--- src/rtl/mbx_pkg.sv ---
package mbx_pkg;

    // word indices (byte offset >> 2) inside one window
    localparam int WIDX_W   = 4;
    localparam int W_STAT   = 0;
    localparam int W_CLR    = 1;
    localparam int W_MASK   = 3;
    localparam int W_DOOR   = 4;
    localparam int W_PAY0   = 5;
    localparam int W_ACK    = 12;

    // doorbell bit positions
    localparam int DB_DATA_BIT = 6;
    localparam int DB_ACK_BIT  = 7;

    typedef enum logic {
        DB_IDLE = 1'b0,
        DB_RING = 1'b1
    } db_state_e;

    // status bit index of a sender as seen by an owner: skip the owner
    function automatic int peer_bit(input int sender, input int owner);
        return (sender < owner) ? sender : sender - 1;
    endfunction

endpackage

--- src/rtl/mbx_window.sv ---
module mbx_window
    import mbx_pkg::*;
#(
    parameter int DW       = 32,
    parameter int NPAY     = 7,
    parameter int NST      = 3,
    parameter int OFF_W    = 12,
    parameter int RING_BIT = 0
) (
    input  logic                 clk,
    input  logic                 rst_n,
    input  logic                 wr_en,
    input  logic [OFF_W-1:0]     wr_off,
    input  logic [DW-1:0]        wr_data,
    output logic [NST-1:0]       stat_o,
    output logic [NST-1:0]       mask_o,
    output logic [1:0]           door_o,
    output logic [NPAY*DW-1:0]   pay_o,
    output logic [DW-1:0]        ack_o,
    output logic                 irq_o
);

    logic [DW-1:0]     pay_q [NPAY];
    logic [DW-1:0]     ack_q;
    logic [NST-1:0]    stat_q, mask_q, set_vec, clr_vec;
    logic [1:0]        door_q;
    logic              irq_q;
    db_state_e         state_q, state_d;

    logic              mapped;
    logic [WIDX_W-1:0] widx;
    logic              wr_clr, wr_mask, wr_door, wr_ack, door_hit;

    assign mapped   = (wr_off[1:0] == 2'b00) && (wr_off[OFF_W-1:6] == '0);
    assign widx     = wr_off[5:2];
    assign wr_clr   = wr_en && mapped && (widx == WIDX_W'(W_CLR));
    assign wr_mask  = wr_en && mapped && (widx == WIDX_W'(W_MASK));
    assign wr_door  = wr_en && mapped && (widx == WIDX_W'(W_DOOR));
    assign wr_ack   = wr_en && mapped && (widx == WIDX_W'(W_ACK));
    assign door_hit = wr_door && (wr_data[DB_DATA_BIT] || wr_data[DB_ACK_BIT]);

    // doorbell state register
    always_ff @(posedge clk) begin
        if (!rst_n) state_q <= DB_IDLE;
        else        state_q <= state_d;
    end

    always_comb begin
        state_d = state_q;
        unique case (state_q)
            DB_IDLE: state_d = door_hit ? DB_RING : DB_IDLE;
            DB_RING: state_d = door_hit ? DB_RING : DB_IDLE;
            default: state_d = DB_IDLE;
        endcase
    end

    // outputs of the doorbell machine: set vector for status
    always_comb begin
        set_vec = '0;
        unique case (state_q)
            DB_IDLE: set_vec = '0;
            DB_RING: set_vec[RING_BIT] = 1'b1;
            default: set_vec = '0;
        endcase
        clr_vec = wr_clr ? wr_data[NST-1:0] : '0;
    end

    always_ff @(posedge clk) begin
        if (!rst_n) begin
            stat_q <= '0;
            mask_q <= '0;
            door_q <= '0;
            ack_q  <= '0;
            irq_q  <= 1'b0;
            for (int i = 0; i < NPAY; i++) pay_q[i] <= '0;
        end else begin
            stat_q <= (stat_q & ~clr_vec) | set_vec;
            door_q <= door_hit ? wr_data[DB_ACK_BIT:DB_DATA_BIT] : 2'b00;
            irq_q  <= |(stat_q & mask_q);
            if (wr_mask) mask_q <= wr_data[NST-1:0];
            if (wr_ack)  ack_q  <= wr_data;
            for (int i = 0; i < NPAY; i++) begin
                if (wr_en && mapped && (widx == WIDX_W'(W_PAY0 + i)))
                    pay_q[i] <= wr_data;
            end
        end
    end

    for (genvar g = 0; g < NPAY; g++) begin : g_pay
        assign pay_o[g*DW +: DW] = pay_q[g];
    end

    assign stat_o = stat_q;
    assign mask_o = mask_q;
    assign door_o = door_q;
    assign ack_o  = ack_q;
    assign irq_o  = irq_q;

    // doorbell machine releases after one cycle without a new ring
    p_door_selfclear_r4: assert property (@(posedge clk) disable iff (!rst_n)
        (state_q == DB_RING && !door_hit) |=> (state_q == DB_IDLE && door_q == 2'b00));

    // a ring leaves its status bit set even against a same-cycle clear
    p_set_wins_r6: assert property (@(posedge clk) disable iff (!rst_n)
        (state_q == DB_RING) |=> stat_q[RING_BIT]);

    // cleared bits that are not being set drop
    p_clear_r5: assert property (@(posedge clk) disable iff (!rst_n)
        wr_clr |=> ((stat_q & $past(wr_data[NST-1:0] & ~set_vec)) == '0));

    // zero mask keeps the interrupt low
    p_mask_gate_r7: assert property (@(posedge clk) disable iff (!rst_n)
        (mask_q == '0) |=> !irq_q);

    // status changes only through ring or clear
    p_stat_hold_r10: assert property (@(posedge clk) disable iff (!rst_n)
        (!wr_clr && state_q == DB_IDLE) |=> $stable(stat_q));

endmodule

--- src/rtl/mbx_rd_mux.sv ---
module mbx_rd_mux
    import mbx_pkg::*;
#(
    parameter int DW    = 32,
    parameter int NPAY  = 7,
    parameter int NST   = 3,
    parameter int OFF_W = 12
) (
    input  logic [OFF_W-1:0]   off,
    input  logic [NST-1:0]     stat,
    input  logic [NST-1:0]     mask,
    input  logic [1:0]         door,
    input  logic [NPAY*DW-1:0] pay,
    input  logic [DW-1:0]      ack,
    output logic [DW-1:0]      word
);

    logic              mapped;
    logic [WIDX_W-1:0] widx;

    assign mapped = (off[1:0] == 2'b00) && (off[OFF_W-1:6] == '0);
    assign widx   = off[5:2];

    always_comb begin
        word = '0;
        if (mapped) begin
            if (widx == WIDX_W'(W_STAT)) word[NST-1:0] = stat;
            if (widx == WIDX_W'(W_MASK)) word[NST-1:0] = mask;
            if (widx == WIDX_W'(W_DOOR)) word[DB_ACK_BIT:DB_DATA_BIT] = door;
            if (widx == WIDX_W'(W_ACK))  word = ack;
            for (int i = 0; i < NPAY; i++) begin
                if (widx == WIDX_W'(W_PAY0 + i)) word = pay[i*DW +: DW];
            end
        end
    end

endmodule

--- src/rtl/mbx_channel.sv ---
module mbx_channel
    import mbx_pkg::*;
#(
    parameter int NUM_CORES = 4,
    parameter int CORE_A    = 0,
    parameter int CORE_B    = 2,
    parameter int DW        = 32,
    parameter int NPAY      = 7,
    parameter int ADDR_W    = 13
) (
    input  logic              clk,
    input  logic              rst_n,
    input  logic              a_wr,
    input  logic              a_rd,
    input  logic [ADDR_W-1:0] a_addr,
    input  logic [DW-1:0]     a_wdata,
    output logic [DW-1:0]     a_rdata,
    output logic              a_irq,
    input  logic              b_wr,
    input  logic              b_rd,
    input  logic [ADDR_W-1:0] b_addr,
    input  logic [DW-1:0]     b_wdata,
    output logic [DW-1:0]     b_rdata,
    output logic              b_irq
);

    localparam int OFF_W    = ADDR_W - 1;
    localparam int NST      = NUM_CORES - 1;
    localparam int BIT_IN_A = peer_bit(CORE_B, CORE_A);
    localparam int BIT_IN_B = peer_bit(CORE_A, CORE_B);

    logic              p_wr   [2];
    logic              p_rd   [2];
    logic [ADDR_W-1:0] p_addr [2];
    logic [DW-1:0]     p_wdat [2];
    logic [DW-1:0]     p_rdat [2];
    logic              w_irq  [2];

    logic [NST-1:0]     win_stat [2];
    logic [NST-1:0]     win_mask [2];
    logic [1:0]         win_door [2];
    logic [NPAY*DW-1:0] win_pay  [2];
    logic [DW-1:0]      win_ack  [2];

    assign p_wr[0] = a_wr;     assign p_wr[1] = b_wr;
    assign p_rd[0] = a_rd;     assign p_rd[1] = b_rd;
    assign p_addr[0] = a_addr; assign p_addr[1] = b_addr;
    assign p_wdat[0] = a_wdata; assign p_wdat[1] = b_wdata;

    for (genvar w = 0; w < 2; w++) begin : g_win
        localparam int RB = (w == 0) ? BIT_IN_A : BIT_IN_B;
        logic             own_hit, peer_hit;
        logic [OFF_W-1:0] sel_off;
        logic [DW-1:0]    sel_dat;

        assign own_hit  = p_wr[w]   && !p_addr[w][OFF_W];
        assign peer_hit = p_wr[1-w] &&  p_addr[1-w][OFF_W];
        // owner has priority over the peer on a same-cycle write
        assign sel_off  = own_hit ? p_addr[w][OFF_W-1:0] : p_addr[1-w][OFF_W-1:0];
        assign sel_dat  = own_hit ? p_wdat[w] : p_wdat[1-w];

        mbx_window #(
            .DW(DW), .NPAY(NPAY), .NST(NST), .OFF_W(OFF_W), .RING_BIT(RB)
        ) u_win (
            .clk     (clk),
            .rst_n   (rst_n),
            .wr_en   (own_hit || peer_hit),
            .wr_off  (sel_off),
            .wr_data (sel_dat),
            .stat_o  (win_stat[w]),
            .mask_o  (win_mask[w]),
            .door_o  (win_door[w]),
            .pay_o   (win_pay[w]),
            .ack_o   (win_ack[w]),
            .irq_o   (w_irq[w])
        );
    end

    for (genvar p = 0; p < 2; p++) begin : g_port
        logic          tgt;
        logic [DW-1:0] word, rdat_q;

        assign tgt = p_addr[p][OFF_W] ? 1'(1 - p) : 1'(p);

        mbx_rd_mux #(
            .DW(DW), .NPAY(NPAY), .NST(NST), .OFF_W(OFF_W)
        ) u_rd (
            .off  (p_addr[p][OFF_W-1:0]),
            .stat (win_stat[tgt]),
            .mask (win_mask[tgt]),
            .door (win_door[tgt]),
            .pay  (win_pay[tgt]),
            .ack  (win_ack[tgt]),
            .word (word)
        );

        always_ff @(posedge clk) begin
            if (!rst_n)       rdat_q <= '0;
            else if (p_rd[p]) rdat_q <= word;
        end
        assign p_rdat[p] = rdat_q;
    end

    assign a_rdata = p_rdat[0];
    assign b_rdata = p_rdat[1];
    assign a_irq   = w_irq[0];
    assign b_irq   = w_irq[1];

endmodule

--- config.mk ---
export PLATFORM = sky130hd
export DESIGN_NAME = mbx_channel
export DESIGN_NICKNAME = d
export VERILOG_FILES = /design/src/rtl/mbx_pkg.sv /design/src/rtl/mbx_window.sv /design/src/rtl/mbx_rd_mux.sv /design/src/rtl/mbx_channel.sv
export SDC_FILE = /design/constraint.sdc
export NUM_CORES = 1
export LEC_CHECK = 0
export CORE_ASPECT_RATIO = 0.7
export CORE_MARGIN = 2
export CORE_UTILIZATION = 30
export DETAILED_ROUTE_END_ITERATION = 10
export GPL_ROUTABILITY_DRIVEN = 0
export PLACE_DENSITY_LB_ADDON = 0.2
export SETUP_SLACK_MARGIN = 0.15
export SYNTH_ARGS = -nofsm -noshare
export SYNTH_HDL_FRONTEND = slang
export SYNTH_SLANG_ARGS = --single-unit
--- constraint.sdc ---
create_clock -name clk -period 6.2 [get_ports clk]
set_input_delay 0.93 -clock clk [delete_from_list [all_inputs] [get_ports clk]]
set_output_delay 0.93 -clock clk [all_outputs]
set_load 0.05 [all_outputs]
* Yosys cells after proc, flatten, opt, wreduce, memory -nomap -nowiden
Memory sizes are Yosys's and may differ from the RTL's. Cells that the tools add are included.
Operators by class: order comparisons 2, mux-type cells 123, bitwise operators 26, reductions and logical operators 54, equality and inequality tests 42
Operator list (number):
- 2-to-1 mux 224 bit | 6
- 2-to-1 mux 32 bit | 40
- == test 4 bit (second input constant) | 20
- == test 4 x 3 -> 1 bit (second input constant) | 16
- 2-to-1 mux 3 bit | 18
- 2-to-1 mux 1 bit | 47
- logical AND 1 bit | 34
- logical NOT 6 bit | 4
- 2-to-1 mux 12 bit | 2
- == test 4 x 2 -> 1 bit (second input constant) | 4
- 2-to-1 mux 2 bit | 8
- bitwise OR 1 bit | 14
- AND 3 bit | 4
- == test 4 x 1 -> 1 bit (second input constant) | 2
- logical NOT 2 bit | 4
- logical NOT 4 bit | 2
- NOT 3 bit | 2
- OR reduction 3 bit | 2
- >= comparator 2 bit (second input constant) | 2
- logical OR 1 bit | 4
- NOT 1 -> 2 bit | 2
- case mux 1 bit (2 select lines) | 2
- AND reduction 2 bit | 2
- bitwise OR 3 x 1 -> 3 bit | 1
- 3 further kinds | 5
Storage, ports and cells: memories 2, bits in writable memories 448, bits of input ports 96, logic and storage cells 263, register bits 148, output and inout bits 66
Memory list:
- g_win[0].u_win.pay_q | depth 7, width 32, rd ports 7, clocked after memory_dff 0, wr ports 7, RTL line mbx_window.sv:23 | logic [DW-1:0] pay_q [NPAY];
- g_win[1].u_win.pay_q | depth 7, width 32, rd ports 7, clocked after memory_dff 0, wr ports 7, RTL line mbx_window.sv:23

* Longest topological paths before layout
depth after elaboration 16, depth in mapped cells 9, depth with buffers taken out 5

* Cells and area by module
From an unflattened synthesis, not the netlist that was laid out.
Second synthesis, totals: cells, all modules 3124, area total of the unflattened synthesis 34747.1 µm²
Modules (own cells, without submodules):
- mbx_window | cells an instance 670, area each 9476.6 µm², instances 2
- mbx_channel | cells an instance 898, area each 10040.9 µm², instances 1
- mbx_rd_mux | cells an instance 443, area each 2876.5 µm², instances 2

* Least setup slack after synthesis
OpenSTA, ideal clock, no wires.
path kind input to register, from input port b_addr[9], to memory g_win[1].u_win.pay_q[6][0], in the netlist g_win[1].u_win.pay_q[0][192], enable pin, setup slack 0.003 ns, cell stages on the path 7, library setup time 0.511 ns, buffers on the path 3, data arrival time 5.686 ns, cell sequence or4_1 -> buf_2 -> nor3_1 -> a41oi_1 -> clkbuf_1 -> clkbuf_1 -> o41ai_1
RTL lines:
- from (decl) | RTL line mbx_channel.sv:21 | input logic [ADDR_W-1:0] b_addr,
- to (decl) | RTL line mbx_window.sv:23

==> impl_metrics.env <==
export IMPL_routed_wl_um=124000
export IMPL_final_nets=2878
export IMPL_syn_area_um2=30300
export IMPL_n_fill_cell=9833
export IMPL_grt_max_degree=123
export IMPL_fin_worst_skew_ns=0.0364
export IMPL_first_pass_iters=6
export IMPL_p_sw_frac=0.264
export IMPL_drc=0
export IMPL_p_int_mw=6.71
export IMPL_synth_area_per_cell_um2=11.2
export IMPL_synth_edf_count=448
export IMPL_seq_area_frac_synth=0.541
export IMPL_final_common_cell="mux2i_1"
export IMPL_crit_type="in2reg"
export IMPL_core_area_um2=100000
export IMPL_vias_per_cell=5.78
export IMPL_p_comb_frac=0.111
export IMPL_vias=24090
export IMPL_grt_pass1_wl_um=175000
export IMPL_path_clk_slew_ns=0.07
export IMPL_crit_required_ns=6.45
export IMPL_fin_crit_ns=4.07
export IMPL_synth_area_leaders="edfxtp_1 44%, mux2i_1 15%, dfxtp_1 9.8%"
export IMPL_clk_root_buffer_cell="clkbuf_16"
export IMPL_post_cts_buffers=0
export IMPL_p_seq_frac=0.498
export IMPL_rsz0062_at_grt="no"
export IMPL_wl_per_cell_um=29.8
export IMPL_worst_pin_slew_ns=1.43
export IMPL_die_x_um=384
export IMPL_ys_warn_count=0
export IMPL_cp_max_fo=32
export IMPL_synth_ff_type="edfxtp_1"
export IMPL_final_cell_mix="464 x mux2i_1, 448 x edfxtp_1, 429 x nor2_1, 182 x nand2_1, 170 x o22ai_1"
export IMPL_max_freq_mhz=246
export IMPL_htree_levels=2
export IMPL_power_leakage_nw=13.1
export IMPL_hpwl_um=76600
export IMPL_hold_class="reg2reg"
export IMPL_yosysUniqueCellTypes=55
export IMPL_fp_row_count=97
export IMPL_insertion_delay_ns=0.67
export IMPL_relSlewSlack=0.0427
export IMPL_cts_hold_buf=0
export IMPL_power_density_nw_per_um2=258
export IMPL_post_cts_resized=0
export IMPL_clockBufferDepth=3
export IMPL_drive_above_1_share=0.121
export IMPL_endpoint_kind="register"
export IMPL_die_area_um2=104000
export IMPL_status="completed"
export IMPL_yosysTopAreaCell="edfxtp_1"
export IMPL_start_util=0.303
export IMPL_overflow=0
export IMPL_first_global_vias=23664
export IMPL_die_height_um=270
export IMPL_max_cap_violations=0
export IMPL_syn_inst=2708
export IMPL_io_pins=162
export IMPL_drt_iter0_drc=3447
export IMPL_ir_worst_vdd_uv=200
export IMPL_synth_seq_cells=596
export IMPL_synthesis_nets=2804
export IMPL_n_antenna_cell=0
export IMPL_io_buffers=161
export IMPL_synthArstFlopShare=0
export IMPL_cts_buffers=60
export IMPL_cts_tree="built"
export IMPL_antenna_found_initial=4
export IMPL_hold_violations=0
export IMPL_power_switching_mw=2.41
export IMPL_synth_top_area_share=0.443
export IMPL_clock_sinks=596
export IMPL_min_period_over_period=0.656
export IMPL_final_max_slew_viol_count=0
export IMPL_crit_arrival_ns=4.32
export IMPL_post_route_util=0.353
export IMPL_setup_viol=0
export IMPL_grtUsageTotal=0.233
export IMPL_drt_antenna_violating_nets=0
export IMPL_syn2layout_area_growth_pct=16.5
export IMPL_worstSetupStartpointType="input pin"
export IMPL_clkPwrFrac=0.391
export IMPL_final_setup_tns_ns=0
[final timing paths]
| path | startpoint | to | slack [ns] | depth (start not counted) |
|---|---|---|---|---|
| min reg2reg | b_rdata[25]$_SDFFE_PN0P_ | b_rdata[25]$_SDFFE_PN0P_ | 0.46 | 2 |
| max | a_wr | g_win[0].u_win.pay_q[0][143]$_SDFFCE_PN0P_ | 2.13 | 7 |
| min | b_rdata[25]$_SDFFE_PN0P_ | b_rdata[25]$_SDFFE_PN0P_ | 0.46 | 2 |
| max reg2reg | g_win[1].u_win.pay_q[0][221]$_SDFFCE_PN0P_ | a_rdata[29]$_SDFFE_PN0P_ | 4.23 | 4 |
[power groups by stage]
| stage | clock network (mW) | registers, mW | logic [mW] |
|---|---|---|---|
| after floorplan | 0 | 4.60 | 0.582 |
| after global placement | 0 | 4.62 | 0.980 |
| after detailed placement | 0 | 4.63 | 0.987 |
| after CTS | 3.60 | 4.54 | 0.990 |
| after global routing | 3.75 | 4.56 | 1.05 |
| final | 3.56 | 4.54 | 1.01 |
[final cells by class]
cell class,count,area [um^2],area share
clock buffer,85,1660,0.0468
inverter,69,259,0.00733
tap,1336,1670,0.0473
timing repair buffer,226,2150,0.0607
multi-input combinational,1829,13000,0.368
sequential,596,16400,0.464
clock inverter,28,184,0.00520
[per-layer routing]
metal | vias to the layer above | GRT usage | routed length (um)
li1 | 10205 | - | -
met1 | 12250 | 0.348 | 55900
met2 | 1451 | 0.336 | 51900
met3 | 184 | 0.0561 | 14100
met4 | 0 | 0.0527 | 2610
met5 | - | 0 | 0
[cells by family after synthesis]
group                  after synthesis  share of synthesized area
and+or+nand+nor                    796                      0.112
muxes                              610                      0.218
DFF                                596                      0.541
AOI/OAI and AO/OA                  423                     0.0927
buffers and inverters              283                     0.0360
[cell usage after synthesis, types with 36 or more instances]
master	instances
edfxtp_1	448
mux2i_1	464
mux2_2	117
clkbuf_1	168
nor2_1	432
dfxtp_1	148
o22ai_1	170
inv_1	69
o21ai_0	105
nand2_1	195
nor4_1	36
buf_1	36
[state kept, by name, indices dropped and copies added (netlist names)]
signal and flops:
g_win.u_win.irq_o 2, g_win.u_win.mask_o 6, g_win.u_win.stat_o 6, g_win.u_win.state_q 2, g_win.u_win.ack_o 64, g_win.u_win.door_o 4
b_rdata 32, a_rdata 32, g_win.u_win.pay_q 448
[through the flow]
step           total power [mW]  std cells  area [um^2]  hold WS [ns]  worst slack [ns]
6_report                   9.12       4169        35400         0.459              2.13
5_1_grt                    9.36       4169        35400         0.485              2.09
4_1_cts                    9.14       4169        35400         0.469              2.20
3_5_place_dp               5.61       4056        33500         0.449              1.53
3_3_place_gp               5.60       4055        33500         0.442              1.64
2_1_floorplan              5.18       2708        30400         0.430              1.51
[worst max-delay path, cell delays in order]
cell and delay (ns):
clkdlybuf4s50_1 0.58, nor2b_4 0.33, buf_4 0.46, mux2_2 0.45, a211oi_2 0.32, nand2_1 0.14, nand2_2 1.04
Power figures use the tool's default switching activity.
